--- src/rtl/clk_ratediv_pkg.sv ---
package clk_ratediv_pkg;
  typedef enum logic [1:0] {
    ENC_MINUS1 = 2'd0,
    ENC_DIRECT = 2'd1,
    ENC_POW2   = 2'd2,
    ENC_TABLE  = 2'd3
  } div_enc_e;
endpackage

--- src/rtl/clk_ratediv_decode.sv ---
// Translates a divide code into a divisor and a legality flag.
module clk_ratediv_decode
  import clk_ratediv_pkg::*;
#(
  parameter div_enc_e MODE = ENC_MINUS1,
  parameter int FIELD_W = 4,
  parameter int DIV_W = 8,
  parameter int MIN_DIV = 1,
  parameter int MAX_DIV = 16,
  parameter logic [(1<<FIELD_W)*DIV_W-1:0] TABLE = '0
) (
  input  logic [FIELD_W-1:0] code,
  output logic [DIV_W-1:0]   div,
  output logic               ok
);
  localparam int N_ENT = 1 << FIELD_W;
  localparam logic [31:0] DIV_CEIL = (32'd1 << DIV_W) - 32'd1;

  logic [31:0] raw;

  generate
    if (MODE == ENC_TABLE) begin : g_table
      logic [DIV_W-1:0] tbl [N_ENT];
      for (genvar i = 0; i < N_ENT; i++) begin : g_ent
        assign tbl[i] = TABLE[i*DIV_W +: DIV_W];
      end
      always_comb begin
        raw = 32'(tbl[code]);
        ok  = (raw != 32'd0);
      end
    end else begin : g_arith
      always_comb begin
        case (MODE)
          ENC_DIRECT: raw = 32'(code);
          ENC_POW2:   raw = 32'd1 << code;
          default:    raw = 32'(code) + 32'd1;
        endcase
        ok = (raw != 32'd0) && (raw >= 32'(MIN_DIV)) &&
             (raw <= 32'(MAX_DIV)) && (raw <= DIV_CEIL);
      end
    end
  endgenerate

  assign div = raw[DIV_W-1:0];
endmodule

--- src/rtl/clk_ratediv_cfg.sv ---
// Control word capture: decoding, staging, error flag, autoidle bit.
module clk_ratediv_cfg
  import clk_ratediv_pkg::*;
#(
  parameter div_enc_e MODE = ENC_MINUS1,
  parameter int FIELD_LSB = 0,
  parameter int FIELD_W = 4,
  parameter int DIV_W = 8,
  parameter int MIN_DIV = 1,
  parameter int MAX_DIV = 16,
  parameter bit LATCH_EN = 1'b0,
  parameter int LATCH_POS = 31,
  parameter int IDLE_POS = 30,
  parameter bit IDLE_INV = 1'b0,
  parameter int RESET_DIV = 1,
  parameter logic [(1<<FIELD_W)*DIV_W-1:0] TABLE = '0
) (
  input  logic             clk,
  input  logic             rst_n,
  input  logic             wr,
  input  logic [31:0]      wdata,
  output logic             req,
  output logic [DIV_W-1:0] req_div,
  output logic             err,
  output logic             idle_on
);
  logic [FIELD_W-1:0] code;
  logic [DIV_W-1:0]   dec_div;
  logic               dec_ok;
  logic [DIV_W-1:0]   stage_q;
  logic               err_q;
  logic               idle_q;
  logic               wdata_unused;

  assign code = wdata[FIELD_LSB +: FIELD_W];
  assign wdata_unused = ^wdata;

  clk_ratediv_decode #(
    .MODE(MODE), .FIELD_W(FIELD_W), .DIV_W(DIV_W),
    .MIN_DIV(MIN_DIV), .MAX_DIV(MAX_DIV), .TABLE(TABLE)
  ) u_decode (
    .code(code), .div(dec_div), .ok(dec_ok)
  );

  always_comb begin
    if (LATCH_EN) req = wr && wdata[LATCH_POS];
    else          req = wr && dec_ok;
    req_div = dec_ok ? dec_div : stage_q;
  end

  always_ff @(posedge clk or negedge rst_n) begin
    if (!rst_n) begin
      stage_q <= DIV_W'(RESET_DIV);
      err_q   <= 1'b0;
      idle_q  <= 1'b0;
    end else if (wr) begin
      idle_q <= wdata[IDLE_POS];
      if (dec_ok) stage_q <= dec_div;
      else        err_q   <= 1'b1;
    end
  end

  assign err     = err_q;
  assign idle_on = idle_q ^ IDLE_INV;


  bad_write_keep_chk: assert property (@(posedge clk) disable iff (!rst_n)
    (wr && !dec_ok) |=> $stable(stage_q));

  err_sticky_chk: assert property (@(posedge clk) disable iff (!rst_n)
    err_q |=> err_q);
endmodule

--- src/rtl/clk_ratediv_core.sv ---
// Phase counter, boundary-aligned divisor commit, divided outputs.
module clk_ratediv_core #(
  parameter int DIV_W = 8,
  parameter int RESET_DIV = 1
) (
  input  logic             clk,
  input  logic             rst_n,
  input  logic             in_tick,
  input  logic             req,
  input  logic [DIV_W-1:0] req_div,
  output logic             div_tick,
  output logic             div_clk,
  output logic [DIV_W-1:0] cur_div
);
  localparam logic [DIV_W-1:0] ONE = DIV_W'(1);

  logic [DIV_W-1:0] cnt_q, cur_q, pend_q;
  logic             armed_q;
  logic             at_last, bnd;

  assign at_last = (cnt_q == cur_q - ONE);
  assign bnd     = in_tick && at_last;

  always_ff @(posedge clk or negedge rst_n) begin
    if (!rst_n) begin
      cnt_q   <= '0;
      cur_q   <= DIV_W'(RESET_DIV);
      pend_q  <= DIV_W'(RESET_DIV);
      armed_q <= 1'b0;
    end else begin
      if (in_tick) cnt_q <= bnd ? '0 : cnt_q + ONE;
      if (bnd && armed_q) cur_q <= pend_q;
      if (req) begin
        armed_q <= 1'b1;
        pend_q  <= req_div;
      end else if (bnd) begin
        armed_q <= 1'b0;
      end
    end
  end

  assign div_tick = bnd;
  assign div_clk  = (cur_q == ONE) ? in_tick : (cnt_q >= cur_q - (cur_q >> 1));
  assign cur_div  = cur_q;


  cnt_bound_chk: assert property (@(posedge clk) disable iff (!rst_n)
    cnt_q < cur_q);

  cur_change_chk: assert property (@(posedge clk) disable iff (!rst_n)
    (cur_q != $past(cur_q)) |-> $past(bnd));

  no_zero_div_chk: assert property (@(posedge clk) disable iff (!rst_n)
    cur_q != '0);
endmodule

--- src/rtl/clk_ratediv.sv ---
module clk_ratediv
  import clk_ratediv_pkg::*;
#(
  parameter div_enc_e MODE = ENC_MINUS1,
  parameter int FIELD_LSB = 0,
  parameter int FIELD_W = 4,
  parameter int DIV_W = 8,
  parameter int MIN_DIV = 1,
  parameter int MAX_DIV = 16,
  parameter bit LATCH_EN = 1'b0,
  parameter int LATCH_POS = 31,
  parameter int IDLE_POS = 30,
  parameter bit IDLE_INV = 1'b0,
  parameter int RESET_DIV = 1,
  parameter logic [(1<<FIELD_W)*DIV_W-1:0] TABLE = '0
) (
  input  logic             clk,
  input  logic             rst_n,
  input  logic             cfg_wr,
  input  logic [31:0]      cfg_wdata,
  input  logic             in_tick,
  output logic             div_tick,
  output logic             div_clk,
  output logic [DIV_W-1:0] cur_div,
  output logic             cfg_err,
  output logic             autoidle_on
);
  logic             req;
  logic [DIV_W-1:0] req_div;

  clk_ratediv_cfg #(
    .MODE(MODE), .FIELD_LSB(FIELD_LSB), .FIELD_W(FIELD_W), .DIV_W(DIV_W),
    .MIN_DIV(MIN_DIV), .MAX_DIV(MAX_DIV), .LATCH_EN(LATCH_EN),
    .LATCH_POS(LATCH_POS), .IDLE_POS(IDLE_POS), .IDLE_INV(IDLE_INV),
    .RESET_DIV(RESET_DIV), .TABLE(TABLE)
  ) u_cfg (
    .clk(clk), .rst_n(rst_n), .wr(cfg_wr), .wdata(cfg_wdata),
    .req(req), .req_div(req_div), .err(cfg_err), .idle_on(autoidle_on)
  );

  clk_ratediv_core #(
    .DIV_W(DIV_W), .RESET_DIV(RESET_DIV)
  ) u_core (
    .clk(clk), .rst_n(rst_n), .in_tick(in_tick), .req(req), .req_div(req_div),
    .div_tick(div_tick), .div_clk(div_clk), .cur_div(cur_div)
  );
endmodule

--- config.mk ---
export PLATFORM = sky130hd
export DESIGN_NAME = clk_ratediv
export DESIGN_NICKNAME = d
export VERILOG_FILES = /design/src/rtl/clk_ratediv_pkg.sv /design/src/rtl/clk_ratediv_decode.sv /design/src/rtl/clk_ratediv_cfg.sv /design/src/rtl/clk_ratediv_core.sv /design/src/rtl/clk_ratediv.sv
export SDC_FILE = /design/constraint.sdc
export NUM_CORES = 1
export LEC_CHECK = 0
export ABC_AREA = 1
export BUFFER_PORTS_ARGS = -buffer_cell sky130_fd_sc_hd__buf_2
export CORE_UTILIZATION = 40
export DETAILED_ROUTE_END_ITERATION = 8
export PLACE_DENSITY_LB_ADDON = 0.1
export SLEW_MARGIN = 15
export SYNTH_ARGS = -nofsm -noshare
export SYNTH_HDL_FRONTEND = slang
export SYNTH_SLANG_ARGS = --single-unit
--- constraint.sdc ---
create_clock -name clk -period 2.6 [get_ports clk]
set_input_delay 0.52 -clock clk [delete_from_list [all_inputs] [get_ports clk]]
set_output_delay 0.52 -clock clk [all_outputs]
set_load 0.01 [all_outputs]
==> impl_results.md, run 1 <==
- Status: complete, but fails checks
- Violated checks: negative setup slack
- Cells after synthesis: 290
- Pin count of the biggest net entering global routing: 28
- M1 GR Usage: 0.220
- I/O pins: 48
- Core Box Area: 5240 sq um
- Final worst path period need: 3.25 ns
- Slew headroom: 0.605
- RSZ-0062 raised after global routing: true
- CP Max Fanout: 5
- Final core occ: 0.535
- Req. time, crit path: 2.08 ns
- CP arrival: 2.73 ns
- Critical path depth: 16
- PnR worst setup slack: -0.653 ns
- Drt pass-1 iters: 4
- Peak supply drop: 0.295 mV
- Starting Density: 0.425
- Worst reg2reg path depth: 12
- GR Util met2: 0.336
- Distinct cells, synth: 33
- GPL Wtd Cong: 0.746
- CP Cell Sequence: ha_4, inv_4, fa_2, nand3_2, nand2_2, nand2_2, nand2_2, a21oi_2, xor2_1, ha_1, nand2_2, o21a_1, nand3_1, nand2_1, o21ai_2, buf_2
- Sw Ratio: 0.383
- Drc violations: 0
- Cell row count: 26
- Slew Viols, Final: 0
- Top cell family by delay on the critical path: adder cells
- Multi-input logic area: 1440 sq um
- GRT overflow: 0
- Initial antenna violation count: 0
- Layout cells sized above 1: 0.294
- Tot GR Track Use: 0.182
- Yosys warns: 0
- CTS clk-pin slew, worst paths: 0.08 ns
- Final ANT Viol Nets: 0
- Internal: 0.800 mW
- I/O Buffers: 20
- Area growth syn-to-layout: 25.9%
- R2r startpoint: u_core.cur_div[0]
- Worst-Skew Late Latency: 0.27 ns
- Clock Skew: 0.00235 ns
- Pwr dens: 463 nW/um^2
- Post-Synthesis Cell Area: 2220 sq um
- Comb pwr share: 0.378
- Via density: 4.64
- Clock power share: 0.180
- Tot Pwr: 1.30 mW
- Vias in the first global route: 1884
- Setup crit end: div_clk
- Final non-filler cell total: 414
- CP bufs+invs: 2
- Top cell type's share of synthesized area: 0.281
- GRT busiest layer: met2
- Clock sinks: 27
- Number of H-tree levels: 1
- Initial DRC Count: 56
- CTS tree: done
- Die Area: 5860 sq um
- HPWL after DPL: 3910 um
- Post-Layout Inst Area: 2800 sq um
- Slew @ Worst Pin: 0.592 ns
- GR Util met3: 0.0120
- # fillers: 542
- Place WS: -0.456 ns
- Layout net count: 411
- Syn_area_per_cell: 7.67 sq um
- Routed wire length: 4800 um
- Cells after DPL: 405
- Die W: 76.6 um
- Endpoints failing setup: 1
- Drt wl/cell: 11.6 um
- FF+latch count, synth: 27
- Diode count: 0
- CP Class: register to primary output
- CTS Root Cell: clkbuf_8
- Startpoint types: register
- Top post-synthesis cells by area: dfrtp_1, ha_1, nand2_1
- Slowest stage cell, crit path: dfrtp_2
- Syn nets: 356
- Most frequent CP cell: nand2_2
- Endpoints failing hold: 0
- First-pass GRT wire length: 8510 um
- RR Endpoint: u_core.cur_div[3]
- Max Cap Viol: 0
- Post-CTS Hold Buffers: 0
- Fmax: 307 MHz
- Total leakage power: 1.52 nW
- Final period util: 1.25
- Area after DPL: 2640 sq um
- Net Sw Power: 0.496 mW
- Leading area contributor after synthesis: dfrtp_1
- Via count: 1922
- Worst R2R Setup Slack: 0.55 ns
- Clock tree buffer depth: 2
- Largest stage delay, worst path: 0.46 ns
- Crit end category: primary output
- Share of power burned in registers: 0.442
- Crit path launch: u_core.cur_div[1]
- Total CTS buffers: 3
- Sequential share of the synthesized area: 0.305
- Storage element area: 679 sq um
- Hold crit path type: input pin to async pin
- Die Y: 76.6 um
-- Yosys cell counts --
master	number
dfstp_2	2
xnor2_1	2
nand3_4	2
nor2_1	11
o21a_1	1
buf_2	1
xor2_2	1
ha_1	29
nand3_2	3
nor3_1	2
inv_1	43
clkbuf_1	1
buf_6	2
nor2_4	1
a21oi_1	10
mux2_2	1
nand3_1	16
xor2_1	10
nand2_4	1
or2_1	1
inv_2	2
o21ai_0	5
nor2_8	1
fa_1	1
a21o_1	1
nand2_1	91
o21ai_1	2
nand2_2	3
clkinv_2	1
dfrtp_1	25
nand4_1	16
a21boi_1	1
a21boi_2	1
-- sequential cells by signal, summed over array words and instances, names as in the netlist --
name	cells
u_core.cnt_q	8
u_core.cur_div	8
u_core.pend_q	8
u_cfg.err	1
u_cfg.idle_on	1
u_core.armed_q	1
-- cell families (layout without fill, tap and decap cells) --
family / Yosys count / after routing / share of synthesized area
and+or+nand+nor: 148 / 148 / 0.317
buffers and inverters: 50 / 104 / 0.0923
adders and majority gates: 30 / 30 / 0.172
DFF: 27 / 27 / 0.305
AOI/OAI and AO/OA: 21 / 21 / 0.0535
xor gates and xnor gates: 13 / 13 / 0.0546
muxes: 1 / 1 / 0.00506
-- per-layer routing --
| layer | share of wire | wire length, um |
|---|---|---|
| met1 | 0.46 | 2190 |
| met2 | 0.51 | 2450 |
| met3 | 0.020 | 94 |
| met4 | 0.015 | 72 |
| met5 | 0 | 0 |
-- layout by cell type, fill, tap and decap left out, types with 2 or more instances in the layout --
cell and count:
buf_6 2, xor2_1 10, nand3_1 15, clkbuf_8 3, nand3_2 4, nand2_1 83
o21ai_1 2, nor2_1 10, o21ai_0 4, inv_4 2, a21oi_1 5, nand3_4 2
inv_2 3, buf_4 33, xnor2_1 2, ha_4 3, buf_2 19, dfstp_2 2
nand2_2 11, nand4_1 16, ha_1 26, inv_1 40, nor2_4 2, a21oi_2 5
dfrtp_1 24
-- how the worst min path moves through the flow --
| stage | startpoint | cells past startpoint | to | slack, ns |
|---|---|---|---|---|
| after floorplan | rst_n | 0 | u_cfg.err | 0.22 |
| after global placement | u_cfg.err | 1 | u_cfg.err | 0.44 |
| after detailed placement | u_cfg.err | 1 | u_cfg.err | 0.45 |
| after CTS | rst_n | 1 | u_core.cnt_q[0] | 0.26 |
| after global routing | rst_n | 1 | u_core.pend_q[3] | 0.28 |
| final | rst_n | 1 | u_core.cnt_q[0] | 0.24 |
-- power groups by stage --
stage	clock, mW	combinational, mW	sequential (mW)
6_report	0.233	0.489	0.573
4_1_cts	0.250	0.501	0.571
5_1_grt	0.264	0.573	0.585
2_1_floorplan	0	0.386	0.546
3_3_place_gp	0	0.457	0.579
3_5_place_dp	0	0.468	0.580
-- what timing repair did --
action,in CTS,in global routing
setup buffers,3,2
endpoints found under the setup margin,2,2
resized for setup,11,11
pin swaps,11,20
-- final cells by class --
| cell class | count | share of cell area |
|---|---|---|
| Multi-Input combinational cell | 213 | 0.514 |
| Sequential cell | 27 | 0.243 |
| Timing Repair Buffer | 54 | 0.130 |
| Inverter | 46 | 0.0652 |
| Tap cell | 70 | 0.0313 |
| Clock buffer | 4 | 0.0161 |
-- metrics by stage --
step	hold slack, ns	TNS (ns)
2_1_floorplan	0.224	-0.147
3_3_place_gp	0.437	-0.399
3_5_place_dp	0.448	-0.456
4_1_cts	0.256	-0.653
5_1_grt	0.276	-0.830
6_report	0.240	-0.653
(Power assumes the default switching activity.)
==> inputs of run 2 (changes only) <==
--- a/config.mk
+++ b/config.mk
@@ -5,9 +5,9 @@
 export SDC_FILE = /design/constraint.sdc
 export NUM_CORES = 1
 export LEC_CHECK = 0
-export ABC_AREA = 1
+export ABC_CLOCK_PERIOD_IN_PS = 2600
 export BUFFER_PORTS_ARGS = -buffer_cell sky130_fd_sc_hd__buf_2
-export CORE_UTILIZATION = 40
+export CORE_UTILIZATION = 25
 export DETAILED_ROUTE_END_ITERATION = 8
 export PLACE_DENSITY_LB_ADDON = 0.1
 export SLEW_MARGIN = 15
==> impl_results.md, run 2 <==
- Area growth syn-to-layout: 30.6%
- Number of H-tree levels: 1
- Final ANT Viol Nets: 0
- FF+latch count, synth: 27
- Starting Density: 0.259
- Routed wire length: 4290 um
- Violated checks: negative setup slack
- GRT overflow: 0
- Worst hold slack: 0.253 ns
- Core Box Area: 7770 sq um
- Number of flops mapped to enable cells by yosys: 0
- Final period util: 1.29
- Pwr dens: 955 nW/um^2
- Cell row count: 32
- Most frequent cell after synthesis: ha_1
- CP arrival: 2.84 ns
- Post-Synthesis Cell Area: 2010 sq um
- Total CTS buffers: 3
- Clock sinks: 27
- Status: complete, but fails checks
- Multi-input logic area: 1300 sq um
- Top cell type's share of synthesized area: 0.311
- Setup crit end: div_clk
- Startpoint types: register
- Peak supply drop: 0.237 mV
- Tot Pwr: 2.51 mW
- Leading area contributor after synthesis: dfrtp_1
- Top post-synthesis cells by area: dfrtp_1, ha_1, xnor2_1
- Yosys warns: 0
- HPWL after DPL: 3450 um
- CTS Root Cell: clkbuf_8
- Distinct cells, synth: 39
- Post-CTS Hold Buffers: 0
- Drt wl/cell: 12.0 um
- Final worst path period need: 3.36 ns
- Pin count of the biggest net entering global routing: 28
- Initial DRC Count: 37
- Vias in the first global route: 1534
- R2r startpoint: u_core.cur_div[0]
- Total leakage power: 1.25 nW
- CTS tree: done
- Clock Skew: 0.00601 ns
- Die Area: 8410 sq um
- Req. time, crit path: 2.08 ns
- Clock tree buffer depth: 2
- Crit path launch: u_core.cur_div[0]
- RSZ-0062 raised after global routing: true
- Endpoints failing hold: 0
- Hold crit path type: input pin to async pin
- Worst-Skew Late Latency: 0.28 ns
- Comb pwr share: 0.649
- Most frequent cells in the layout: buf_4, ha_1, dfrtp_1
- Syn_area_per_cell: 9.86 sq um
- Clock power share: 0.106
- Layout net count: 323
- Commonest non-fill, non-tap cell in the layout: buf_4
- Syn nets: 270
- Slew headroom: 0.557
- I/O Buffers: 20
- CP Max Fanout: 2
- Endpoints failing setup: 2
- Worst R2R Setup Slack: 0.03 ns
- Die W: 91.7 um
- Cells after synthesis: 204
- # fillers: 832
- Synth top cells by count: ha_1, dfrtp_1, inv_1, xnor2_1, nand2_1
- Die Y: 91.7 um
- Sw Ratio: 0.404
- CP Class: register to primary output
- Ys async rst share: 1.00
- PnR worst setup slack: -0.758 ns
- Via count: 1488
- GPL Wtd Cong: 0.693
- CTS clk-pin slew, worst paths: 0.11 ns
- Drc violations: 0
- Worst reg2reg path depth: 12
- Diode count: 0
- Slew Viols, Final: 0
- Share of power burned in registers: 0.245
- Tot GR Track Use: 0.110
- Initial antenna violation count: 0
- Via density: 4.16
- Net Sw Power: 1.01 mW
- Storage element area: 681 sq um
- Sequential share of the synthesized area: 0.337
- I/O pins: 48
- First-pass GRT wire length: 7110 um
- Slew @ Worst Pin: 0.664 ns
- Layout cells sized above 1: 0.352
- Predominant post-synthesis flop cell: dfrtp_1
- Internal: 1.50 mW
- Max Cap Viol: 0
- Crit end category: primary output
- RR Endpoint: u_core.cur_div[1]
- Fmax: 298 MHz
- Drt pass-1 iters: 4
## run 2: cell count changes after synthesis, sizes merged, moves of 8 or more
cell	previous run	this run
mux2	1	9
inv	45	24
xnor2	2	17
nand2	95	15
nand4	16	4
nand3	21	3
## run 2: cells by family after synthesis
| family | share of synthesized area |
|---|---|
| buf+inv | 0.0548 |
| mux | 0.0734 |
| fa+ha+maj | 0.190 |
| xor+xnor | 0.118 |
| compound gates | 0.0852 |
| flops | 0.337 |
| simple gates | 0.141 |
## run 2: how the worst min path moves through the flow
stage	endpoint	slack, ns	cells past startpoint
after CTS	u_cfg.err	0.26	1
after global placement	u_cfg.err	0.44	1
after floorplan	u_cfg.err	0.22	0
final	u_cfg.idle_on	0.25	1
after detailed placement	u_cfg.err	0.45	1
after global routing	u_cfg.err	0.29	1
## run 2: cell type report
cell class / instances / share of cell area
well taps: 102 / 0.0486
flip-flops and latches: 27 / 0.259
repair buffers: 53 / 0.144
clock buffers: 3 / 0.0157
multi-input cells: 148 / 0.495
inverters: 24 / 0.0343
clock inverters: 1 / 0.00333
## run 2: critical path: stages, from the launching register on
cell and delay (ns):
dfstp_2 0.55, inv_2 0.05, ha_4 0.16, o21bai_4 0.13
a21oi_2 0.08, o311ai_2 0.29, a21oi_1 0.11, o21bai_1 0.18
xnor2_1 0.10, ha_2 0.18, or3_1 0.37, a31oi_1 0.15
nor2_1 0.06, buf_2 0.14
## run 2: metrics by stage
stage               setup TNS [ns]  std cells  setup WS [ns]  area [sq um]   util
floorplan                   -0.326        204         -0.326          2050      -
global placement            -0.660        348         -0.510          2470  0.318
detailed placement          -0.504        348         -0.504          2470  0.318
CTS                         -0.922        356         -0.808          2590  0.333
global route                 -1.58        358         -0.926          2630  0.338
finish                      -0.834        358         -0.758          2630  0.338
## run 2: power groups by stage
stage	Sequential (mW)	Combinational, mW	Clock [mW]
after CTS	0.617	1.62	0.282
final	0.614	1.63	0.265
after global routing	0.631	1.83	0.296
after floorplan	0.644	0.943	0
after global placement	0.625	1.48	0
after detailed placement	0.624	1.49	0
## run 2: layer usage
metal | GRT usage | up-vias | part of all wire
met5 | 0 | - | 0
met4 | 0.0238 | 0 | 0.0079
met3 | 0.0257 | 2 | 0.029
met2 | 0.194 | 23 | 0.48
met1 | 0.135 | 683 | 0.48
li1 | - | 780 | -
## run 2: what timing repair did
| action | CTS | global route |
|---|---|---|
| gates cloned | 0 | 0 |
| endpoints found under the setup margin | 8 | 11 |
| setup buffers | 4 | 2 |
| resized for setup | 9 | 4 |
| pin swaps | 20 | 11 |
